**config.mk**
```make
export PLATFORM = sky130hd
export DESIGN_NAME = cart_bank_mapper
export DESIGN_NICKNAME = d
export VERILOG_FILES = /design/src/rtl/cart_bank_mapper_pkg.sv /design/src/rtl/cart_bank_mapper_hotspot.sv /design/src/rtl/cart_bank_mapper_regs.sv /design/src/rtl/cart_bank_mapper_xlate.sv /design/src/rtl/cart_bank_mapper.sv
export SDC_FILE = /design/constraint.sdc
export NUM_CORES = 1
export LEC_CHECK = 0
export CELL_PAD_IN_SITES_DETAIL_PLACEMENT = 1
export CELL_PAD_IN_SITES_GLOBAL_PLACEMENT = 2
export CORE_MARGIN = 2
export CORE_UTILIZATION = 28
export CTS_CLUSTER_DIAMETER = 40
export CTS_CLUSTER_SIZE = 10
export DETAILED_ROUTE_END_ITERATION = 8
export GPL_ROUTABILITY_DRIVEN = 0
export HOLD_SLACK_MARGIN = 0.15
export PLACE_DENSITY_LB_ADDON = 0.1
export SYNTH_ARGS = -nofsm -noshare
export SYNTH_HDL_FRONTEND = slang
export SYNTH_SLANG_ARGS = --single-unit
```
**constraint.sdc**
```tcl
create_clock -name clk -period 1.43 [get_ports clk]
set_input_delay 0.286 -clock clk [delete_from_list [all_inputs] [get_ports clk]]
set_output_delay 0.286 -clock clk [all_outputs]
set_load 0.01 [all_outputs]
```
**src/rtl/cart_bank_mapper_pkg.sv**
```systemverilog
// Shared constants and types for the bank mapper.
// Assumes the control byte layout: type flag on top, slot in the next
// two bits, bank index in the low five bits.
package cart_bank_mapper_pkg;
    localparam int SLOT_CNT = 4;
    localparam int SLOT_W   = $clog2(SLOT_CNT);
    localparam int BANK_W   = 5;
    localparam int ROM_OFS_W = 10;
    localparam int RAM_OFS_W = 9;

    typedef struct packed {
        logic              is_ram;
        logic [SLOT_W-1:0] slot;
        logic [BANK_W-1:0] bank;
    } ctrl_word_t;

    typedef logic [SLOT_CNT-1:0][BANK_W-1:0] bank_vec_t;
endpackage

```
**src/rtl/cart_bank_mapper_hotspot.sv**
```systemverilog
// Detects control writes to the hotspot and splits the control byte.
// Assumes the hotspot lies outside the cartridge window (top address bit low)
// and is matched on the low eight address bits only.
module cart_bank_mapper_hotspot
    import cart_bank_mapper_pkg::*;
#(
    parameter int         ADDR_W  = 13,
    parameter logic [7:0] HOTSPOT = 8'h3F
) (
    input  logic [ADDR_W-1:0] cpu_addr,
    input  logic              cpu_wr,
    input  logic [7:0]        cpu_wdata,
    output logic              upd_rom,
    output logic              upd_ram,
    output logic [SLOT_W-1:0] upd_slot,
    output logic [BANK_W-1:0] upd_bank
);
    ctrl_word_t word;
    logic       hit;

    // Decode a control write and its fields.
    always_comb begin
        word     = ctrl_word_t'(cpu_wdata);
        hit      = cpu_wr && !cpu_addr[ADDR_W-1] && (cpu_addr[7:0] == HOTSPOT);
        upd_rom  = hit && !word.is_ram;
        upd_ram  = hit &&  word.is_ram;
        upd_slot = word.slot;
        upd_bank = word.bank;
    end
endmodule

```
**src/rtl/cart_bank_mapper_regs.sv**
```systemverilog
// Holds four ROM slot banks, four RAM slot banks and the RAM valid flags.
// A ROM update of slot k clears the RAM slots that read inside ROM slot k.
module cart_bank_mapper_regs
    import cart_bank_mapper_pkg::*;
(
    input  logic              clk,
    input  logic              rst_n,
    input  logic              upd_rom,
    input  logic              upd_ram,
    input  logic [SLOT_W-1:0] upd_slot,
    input  logic [BANK_W-1:0] upd_bank,
    output bank_vec_t         rom_bank,
    output bank_vec_t         ram_bank,
    output logic [SLOT_CNT-1:0] ram_valid
);
    // RAM slots are half the ROM slot size, so RAM slot g sits in ROM slot g/2.
    localparam int RAM_PER_ROM = 2;

    for (genvar g = 0; g < SLOT_CNT; g++) begin : g_slot
        localparam int OVER_ROM = g / RAM_PER_ROM;

        // ROM slot bank register, bank 0 after reset.
        always_ff @(posedge clk) begin
            if (!rst_n)
                rom_bank[g] <= '0;
            else if (upd_rom && (upd_slot == SLOT_W'(g)))
                rom_bank[g] <= upd_bank;
        end

        // RAM slot bank and valid flag; ROM remap of the covering slot clears it.
        always_ff @(posedge clk) begin
            if (!rst_n) begin
                ram_bank[g]  <= '0;
                ram_valid[g] <= 1'b0;
            end else if (upd_ram && (upd_slot == SLOT_W'(g))) begin
                ram_bank[g]  <= upd_bank;
                ram_valid[g] <= 1'b1;
            end else if (upd_rom && (upd_slot == SLOT_W'(OVER_ROM))) begin
                ram_valid[g] <= 1'b0;
            end
        end
    end
endmodule

```
**src/rtl/cart_bank_mapper_xlate.sv**
```systemverilog
// Turns a CPU access in the cartridge window into a physical ROM or RAM access.
// Assumes read and write strobes are not raised together; a write wins if so.
module cart_bank_mapper_xlate
    import cart_bank_mapper_pkg::*;
#(
    parameter int ADDR_W = 13
) (
    input  logic [ADDR_W-1:0]         cpu_addr,
    input  logic                      cpu_rd,
    input  logic                      cpu_wr,
    input  bank_vec_t                 rom_bank,
    input  bank_vec_t                 ram_bank,
    input  logic [SLOT_CNT-1:0]       ram_valid,
    output logic                      rom_rd,
    output logic [BANK_W+ROM_OFS_W-1:0] rom_addr,
    output logic                      ram_rd,
    output logic                      ram_wr,
    output logic [BANK_W+RAM_OFS_W-1:0] ram_addr
);
    localparam int OFS_W = ADDR_W - 1;

    logic             in_win;
    logic [OFS_W-1:0] ofs;
    logic             wr_half;
    logic [SLOT_W-1:0] rom_slot;
    logic [SLOT_W-1:0] ram_slot;
    logic             ram_hit;

    // Split the window offset into slot selects.
    always_comb begin
        in_win   = cpu_addr[ADDR_W-1];
        ofs      = cpu_addr[OFS_W-1:0];
        wr_half  = ofs[OFS_W-1];
        rom_slot = ofs[ROM_OFS_W +: SLOT_W];
        ram_slot = ofs[RAM_OFS_W +: SLOT_W];
        ram_hit  = in_win && ram_valid[ram_slot];
    end

    // Select the enable: RAM read beats ROM, writes only reach valid RAM aliases.
    always_comb begin
        rom_rd = 1'b0;
        ram_rd = 1'b0;
        ram_wr = 1'b0;
        if (cpu_wr) begin
            ram_wr = ram_hit && wr_half;
        end else if (cpu_rd && in_win) begin
            if (ram_hit && !wr_half) ram_rd = 1'b1;
            else                     rom_rd = 1'b1;
        end
    end

    // Form the physical addresses from the selected slot banks.
    always_comb begin
        rom_addr = {rom_bank[rom_slot], ofs[ROM_OFS_W-1:0]};
        ram_addr = {ram_bank[ram_slot], ofs[RAM_OFS_W-1:0]};
    end
endmodule

```
**src/rtl/cart_bank_mapper.sv**
```systemverilog
// Cartridge bank mapper top: hotspot decode, slot registers, address translation.
// Assumes a 13-bit CPU address with the 4K window at bit 12 set.
module cart_bank_mapper
    import cart_bank_mapper_pkg::*;
#(
    parameter int         ADDR_W  = 13,
    parameter logic [7:0] HOTSPOT = 8'h3F
) (
    input  logic                        clk,
    input  logic                        rst_n,
    input  logic [ADDR_W-1:0]           cpu_addr,
    input  logic                        cpu_rd,
    input  logic                        cpu_wr,
    input  logic [7:0]                  cpu_wdata,
    output logic                        rom_rd,
    output logic [BANK_W+ROM_OFS_W-1:0] rom_addr,
    output logic                        ram_rd,
    output logic                        ram_wr,
    output logic [BANK_W+RAM_OFS_W-1:0] ram_addr
);
    logic                upd_rom;
    logic                upd_ram;
    logic [SLOT_W-1:0]   upd_slot;
    logic [BANK_W-1:0]   upd_bank;
    bank_vec_t           rom_bank;
    bank_vec_t           ram_bank;
    logic [SLOT_CNT-1:0] ram_valid;

    cart_bank_mapper_hotspot #(.ADDR_W(ADDR_W), .HOTSPOT(HOTSPOT)) u_hot (
        .cpu_addr (cpu_addr),
        .cpu_wr   (cpu_wr),
        .cpu_wdata(cpu_wdata),
        .upd_rom  (upd_rom),
        .upd_ram  (upd_ram),
        .upd_slot (upd_slot),
        .upd_bank (upd_bank)
    );

    cart_bank_mapper_regs u_regs (
        .clk      (clk),
        .rst_n    (rst_n),
        .upd_rom  (upd_rom),
        .upd_ram  (upd_ram),
        .upd_slot (upd_slot),
        .upd_bank (upd_bank),
        .rom_bank (rom_bank),
        .ram_bank (ram_bank),
        .ram_valid(ram_valid)
    );

    cart_bank_mapper_xlate #(.ADDR_W(ADDR_W)) u_xlate (
        .cpu_addr (cpu_addr),
        .cpu_rd   (cpu_rd),
        .cpu_wr   (cpu_wr),
        .rom_bank (rom_bank),
        .ram_bank (ram_bank),
        .ram_valid(ram_valid),
        .rom_rd   (rom_rd),
        .rom_addr (rom_addr),
        .ram_rd   (ram_rd),
        .ram_wr   (ram_wr),
        .ram_addr (ram_addr)
    );
endmodule

```
After elaboration in Yosys (flattened, before gate mapping). Cells that the tools add are included.

Register bits after elaboration: 44. Output and inout bits: 32. Word-level logic and storage cells: 61.

Order comparisons: 2. Equality and inequality tests: 4. Mux-type cells: 19. Reductions and logical operators: 24.

Operator list (number): 5-bit binary-select mux with 2-bit select (2); 1-bit logical AND (16); 1-bit 2-to-1 mux (14); 5-bit 2-to-1 mux (2); 8-bit by 6-bit == test with 1-bit output, second input constant (1); 2-bit nonzero test (4); 2-bit by 3-bit < comparator with 1-bit output, second input constant (2); 2-bit == test, second input constant (2); 1-bit zero test (3); 1-bit binary-select mux with 2-bit select (1); 2-bit by 1-bit == test with 1-bit output, second input constant (1); 2-bit zero test (1).

Depth between registers and ports, before layout.
Depth in word-level cells: 7. Gate-level depth with buffers: 4.

Hierarchy. A second synthesis with hierarchy kept.

Cells, all modules: 216. Area, all modules: 2103.3 um^2.

Modules (own cells, without submodules): cart_bank_mapper_regs (instances 1, cells an instance 165, area an instance 1549.0 um^2, sequential area each 880.8 um^2); cart_bank_mapper_xlate (instances 1, cells an instance 38, area an instance 461.7 um^2, sequential area each 0.0 um^2); cart_bank_mapper_hotspot (instances 1, cells an instance 13, area an instance 92.6 um^2, sequential area each 0.0 um^2).

Least setup slack after synthesis. Ideal clock, no wire load.

Path kind: input port to output port. From: input cpu_addr[11]. To: output rom_addr[10]. Arrival time: 1.179 ns. Required time: 1.144 ns. Slack: -0.035 ns. Stages on the path: 2. Buffers on the path: 1. Cell sequence: clkbuf_1 > mux4_2.

Longest elaborated chain between the ends: 2.

RTL lines: from (decl) (line cart_bank_mapper.sv:11) `input logic [ADDR_W-1:0] cpu_addr,`; 5-bit binary-select mux with 2-bit select (line cart_bank_mapper_xlate.sv:54) `rom_addr = {rom_bank[rom_slot], ofs[ROM_OFS_W-1:0]};`; 5-bit 2-to-1 mux (implied by the code) (line cart_bank_mapper_xlate.sv:54); to (decl) (line cart_bank_mapper.sv:16) `output logic [BANK_W+ROM_OFS_W-1:0] rom_addr,`.

No other way between the ends. The select of a mux whose other input is x is not followed.

Final worst setup path.
From: register u_regs.ram_valid[3]. To: output ram_wr.

Longest elaborated chain between the ends: 5.

RTL lines: from (decl) (line cart_bank_mapper_regs.sv:14) `output logic [SLOT_CNT-1:0] ram_valid`; from (signal, indexed assignment) (line cart_bank_mapper_regs.sv:34) `ram_valid[g] <= 1'b0;`; from (signal, indexed assignment) (line cart_bank_mapper_regs.sv:37) `ram_valid[g] <= 1'b1;`; from (signal, indexed assignment) (line cart_bank_mapper_regs.sv:39) `ram_valid[g] <= 1'b0;`; 1-bit binary-select mux with 2-bit select (line cart_bank_mapper_xlate.sv:36) `ram_hit = in_win && ram_valid[ram_slot];`; 1-bit 2-to-1 mux (implied by the code) (line cart_bank_mapper_xlate.sv:36); 1-bit logical AND (line cart_bank_mapper_xlate.sv:36); 1-bit logical AND (line cart_bank_mapper_xlate.sv:45) `ram_wr = ram_hit && wr_half;`; 1-bit 2-to-1 mux (line cart_bank_mapper_xlate.sv:44) `if (cpu_wr) begin`; to (decl) (line cart_bank_mapper.sv:18) `output logic ram_wr,`.

No other way between the ends. The select of a mux whose other input is x is not followed.

==> results.sh <==
export IMPL_highest_clock_rate_mhz=571.7
export IMPL_cts_num_sinks=44
export IMPL_timing_critical_path_cells="mux4_2 -> and4_1 -> buf_2"
export IMPL_min_delay_path_class="register to register"
export IMPL_cp_slowest_cell="sky130_fd_sc_hd__mux4_2"
export IMPL_ff_latch_area_um2=894.6
export IMPL_critical_path_arrival_ns=1.46
export IMPL_dr_pass1_iters=4
export IMPL_synth_largest_area_cell="sky130_fd_sc_hd__dfxtp_1"
export IMPL_timing_hold_worst_endpoint="u_regs.ram_valid[0]"
export IMPL_detail_route_wl_per_cell_um=16.13
export IMPL_reg2reg_depth=3
export IMPL_max_clock_path_buffers=2
export IMPL_global_route_usage_met1_pct=16.97
export IMPL_slew_headroom_pct=79.14
export IMPL_synth_net_count=228
export IMPL_design_die_area_um2=8735
export IMPL_post_route_min_period_ns=1.749
export IMPL_leakage_nw=1.250
export IMPL_viasPerCell=4.749
export IMPL_clock_insertion_delay_at_the_later_pin_of_the_skew_report_ns=0.29
export IMPL_violations="negative setup slack"
export IMPL_setup_worst_path_end_class="output port"
export IMPL_globalRouteMet3Util_pct=3.143
export IMPL_drt_iter0_drc=20
export IMPL_hold_path_depth=2
export IMPL_synth_enable_flop_cells=0
export IMPL_p_total_mw=2.344
export IMPL_timing_critical_path_required_ns=1.14
export IMPL_die_h_um=93.46
export IMPL_initial_core_utilization_pct=29.00
export IMPL_core_region_area_um2=7727
export IMPL_multiInputGateArea_um2=1176
export IMPL_residual_antenna_violating_net_count_after_detailed_routing=0
export IMPL_drcViolationCount=0
export IMPL_routed_via_count=1781
export IMPL_cts_htree_levels=2
export IMPL_synth_area_um2=2241
export IMPL_tritoncts="done"
export IMPL_grtUsageMet2_pct=27.70
export IMPL_most_utilized_layer_in_the_global_route_result="met2"
export IMPL_grt_setup_unrepaired="true"
export IMPL_final_max_slew_violation_count=0
export IMPL_clk_transition_reported_paths_ns=0.08
export IMPL_worst_r2r_startpoint="u_regs.rom_bank[9]"
export IMPL_yosys_most_used_dff="sky130_fd_sc_hd__dfxtp_1"
export IMPL_synth_commonest_cells="sky130_fd_sc_hd__nand2_1 (50), sky130_fd_sc_hd__dfxtp_1 (44), sky130_fd_sc_hd__mux2i_1 (40), sky130_fd_sc_hd__buf_4 (19), sky130_fd_sc_hd__mux4_2 (11)"
export IMPL_drt_wl_total_um=6047
export IMPL_detailedPlacementHpwl_um=4632
export IMPL_area_fraction_of_the_dominant_cell_type_after_synthesis_pct=39.31
export IMPL_place_port_buffers=53
export IMPL_max_cap_viol_count=0
export IMPL_via_count_of_the_first_global_routing_pass=1945
export IMPL_ys_top_cells_by_area="sky130_fd_sc_hd__dfxtp_1 (39%), sky130_fd_sc_hd__mux2i_1 (18%), sky130_fd_sc_hd__mux4_2 (11%)"
export IMPL_async_reset_ff_share_pct=0
export IMPL_antenna_cells=0
export IMPL_grt_antenna_before_repair=0
export IMPL_fillCellCount=876
export IMPL_ys_seq_area_share_pct=39.31
export IMPL_floorplan_rows=32
export IMPL_synthesis_area_per_instance_um2=11.04
export IMPL_timing_final_ws_setup_ns=-0.3191
export IMPL_grt_start_max_net_pins=24
export IMPL_setup_violations=13
export IMPL_setup_reg_to_reg_worst_slack_ns=0.72
export IMPL_finalHoldViolCount=0
export IMPL_final_min_period_over_clock_period_pct=122.3
export IMPL_drive_above_1_share_pct=37.36
export IMPL_flop_and_latch_count_out_of_synthesis=44
export IMPL_ys_warn_count=0
export IMPL_netlist_cell_type_count=21
export IMPL_globalRouteOverflowTotal=0
export IMPL_yosys_cell_count_top_type="sky130_fd_sc_hd__nand2_1"
export IMPL_stage_delay_of_the_slowest_cell_on_the_critical_path_ns=0.53
export IMPL_critical_path_reg2reg_endpoint="u_regs.rom_bank[9]"
export IMPL_flow_area_growth_from_synthesis_pct=44.84
export IMPL_cts_buffers=5
export IMPL_pwr_density_cell_nw_per_um2=722.3
export IMPL_largest_driver_fanout_on_the_critical_path=3
export IMPL_gate_count_post_synth=203
export IMPL_min_from="u_regs.ram_valid[0]"
export IMPL_die_width_um=93.46
export IMPL_cts_root_buffer_cell="sky130_fd_sc_hd__clkbuf_8"
export IMPL_clock_skew_ns=0
export IMPL_num_io_pins=57
export IMPL_grt_util_all_layers_pct=14.81
export IMPL_ir_drop_mv=0.4029
export IMPL_first_pass_grt_wire_length_um=9991
export IMPL_result_of_the_run="finished with violations"
export IMPL_nets=297
export IMPL_critical_path_class="register to output port"
export IMPL_pre_cts_ws_ns=-1.017
export IMPL_timing_critical_path_from_type="register"
export IMPL_tightest_slew_ns=0.3121
worst max-delay path, delay by kind of cell, from the launching register on:
kind	cells	cell delay [ns]
buffers and inverters	1	0.14
DFF	1	0.32
muxes	1	0.53
and+or+nand+nor	1	0.18
stage by stage:
step | instances | area, µm² | hold slack, ns | setup TNS, ns | utilization [%]
3_5_place_dp | 358 | 3060 | 0.4435 | -38.69 | 39.60
2_1_floorplan | 203 | 2248 | 0.4262 | -0.1601 | -
5_1_grt | 375 | 3246 | 0.4763 | -2.355 | 42.00
6_report | 375 | 3246 | 0.4502 | -1.771 | 42.00
3_3_place_gp | 358 | 3060 | 0.4377 | -36.76 | 39.60
4_1_cts | 371 | 3191 | 0.4546 | -1.905 | 41.29
sequential cells by signal, indices dropped and copies added (netlist names):
name,cells
u_regs.ram_bank,20
u_regs.ram_valid,4
u_regs.rom_bank,20
routing by layer:
metal,vias to the layer above,routed length (µm)
met5,-,0
met4,0,61
met3,6,352
met2,56,3149
met1,886,2483
li1,833,-
logic make-up (layout without fill, tap and decap cells):
group                  Yosys count  after routing  share of synthesized area [%]
and+or+nand+nor                 72             72                          21.16
muxes                           51             51                          28.92
DFF                             44             44                          39.31
buffers and inverters           31            101                          8.822
AOI/OAI and AO/OA                5              5                          1.786
what timing repair did:
| action | in CTS | in global routing |
|---|---|---|
| setup buffers | 5 | 4 |
| pin swaps | 10 | 5 |
| endpoints found under the setup margin | 74 | 33 |
| hold buffers | 0 | 0 |
| gates resized for setup | 118 | 19 |
power by group:
group	internal, mW	leakage, nW	switching, mW
clock	0.394	0.0455	0.407
sequential	1.22	0.360	0.0000691
combinational	0.169	0.845	0.150
worst max-delay path by stage:
stage | from | end | depth (start not counted)
6_report | u_regs.ram_valid[3] | ram_wr | 3
3_3_place_gp | cpu_addr[10] | rom_rd | 4
2_1_floorplan | cpu_addr[7] | u_regs.rom_bank[5] | 4
5_1_grt | u_regs.ram_valid[3] | rom_rd | 3
3_5_place_dp | cpu_addr[10] | rom_rd | 4
4_1_cts | u_regs.ram_valid[3] | ram_wr | 3
cell usage in the layout (no fill, tap or decap), types with 2 or more instances in the layout:
cell type,count
sky130_fd_sc_hd__mux2i_1,40
sky130_fd_sc_hd__clkbuf_2,2
sky130_fd_sc_hd__nand2_1,50
sky130_fd_sc_hd__nor4_4,8
sky130_fd_sc_hd__buf_4,23
sky130_fd_sc_hd__mux4_2,11
sky130_fd_sc_hd__nand3b_1,4
sky130_fd_sc_hd__buf_6,15
sky130_fd_sc_hd__dlymetal6s2s_1,3
sky130_fd_sc_hd__clkbuf_1,2
sky130_fd_sc_hd__buf_12,12
sky130_fd_sc_hd__buf_2,7
sky130_fd_sc_hd__or3b_4,2
sky130_fd_sc_hd__dlygate4sd2_1,14
sky130_fd_sc_hd__clkdlybuf4s50_1,13
sky130_fd_sc_hd__clkbuf_8,6
sky130_fd_sc_hd__dfxtp_2,11
sky130_fd_sc_hd__o2bb2ai_1,4
sky130_fd_sc_hd__dfxtp_1,33
layout make-up:
class | instances | area share, %
sequential | 44 | 27.56
clock buffer | 8 | 2.776
multi-input combinational | 128 | 36.24
tap | 102 | 3.932
inverter | 1 | 0.1157
timing repair buffer | 92 | 29.38
No activity file was read; power rests on OpenSTA's default activity.
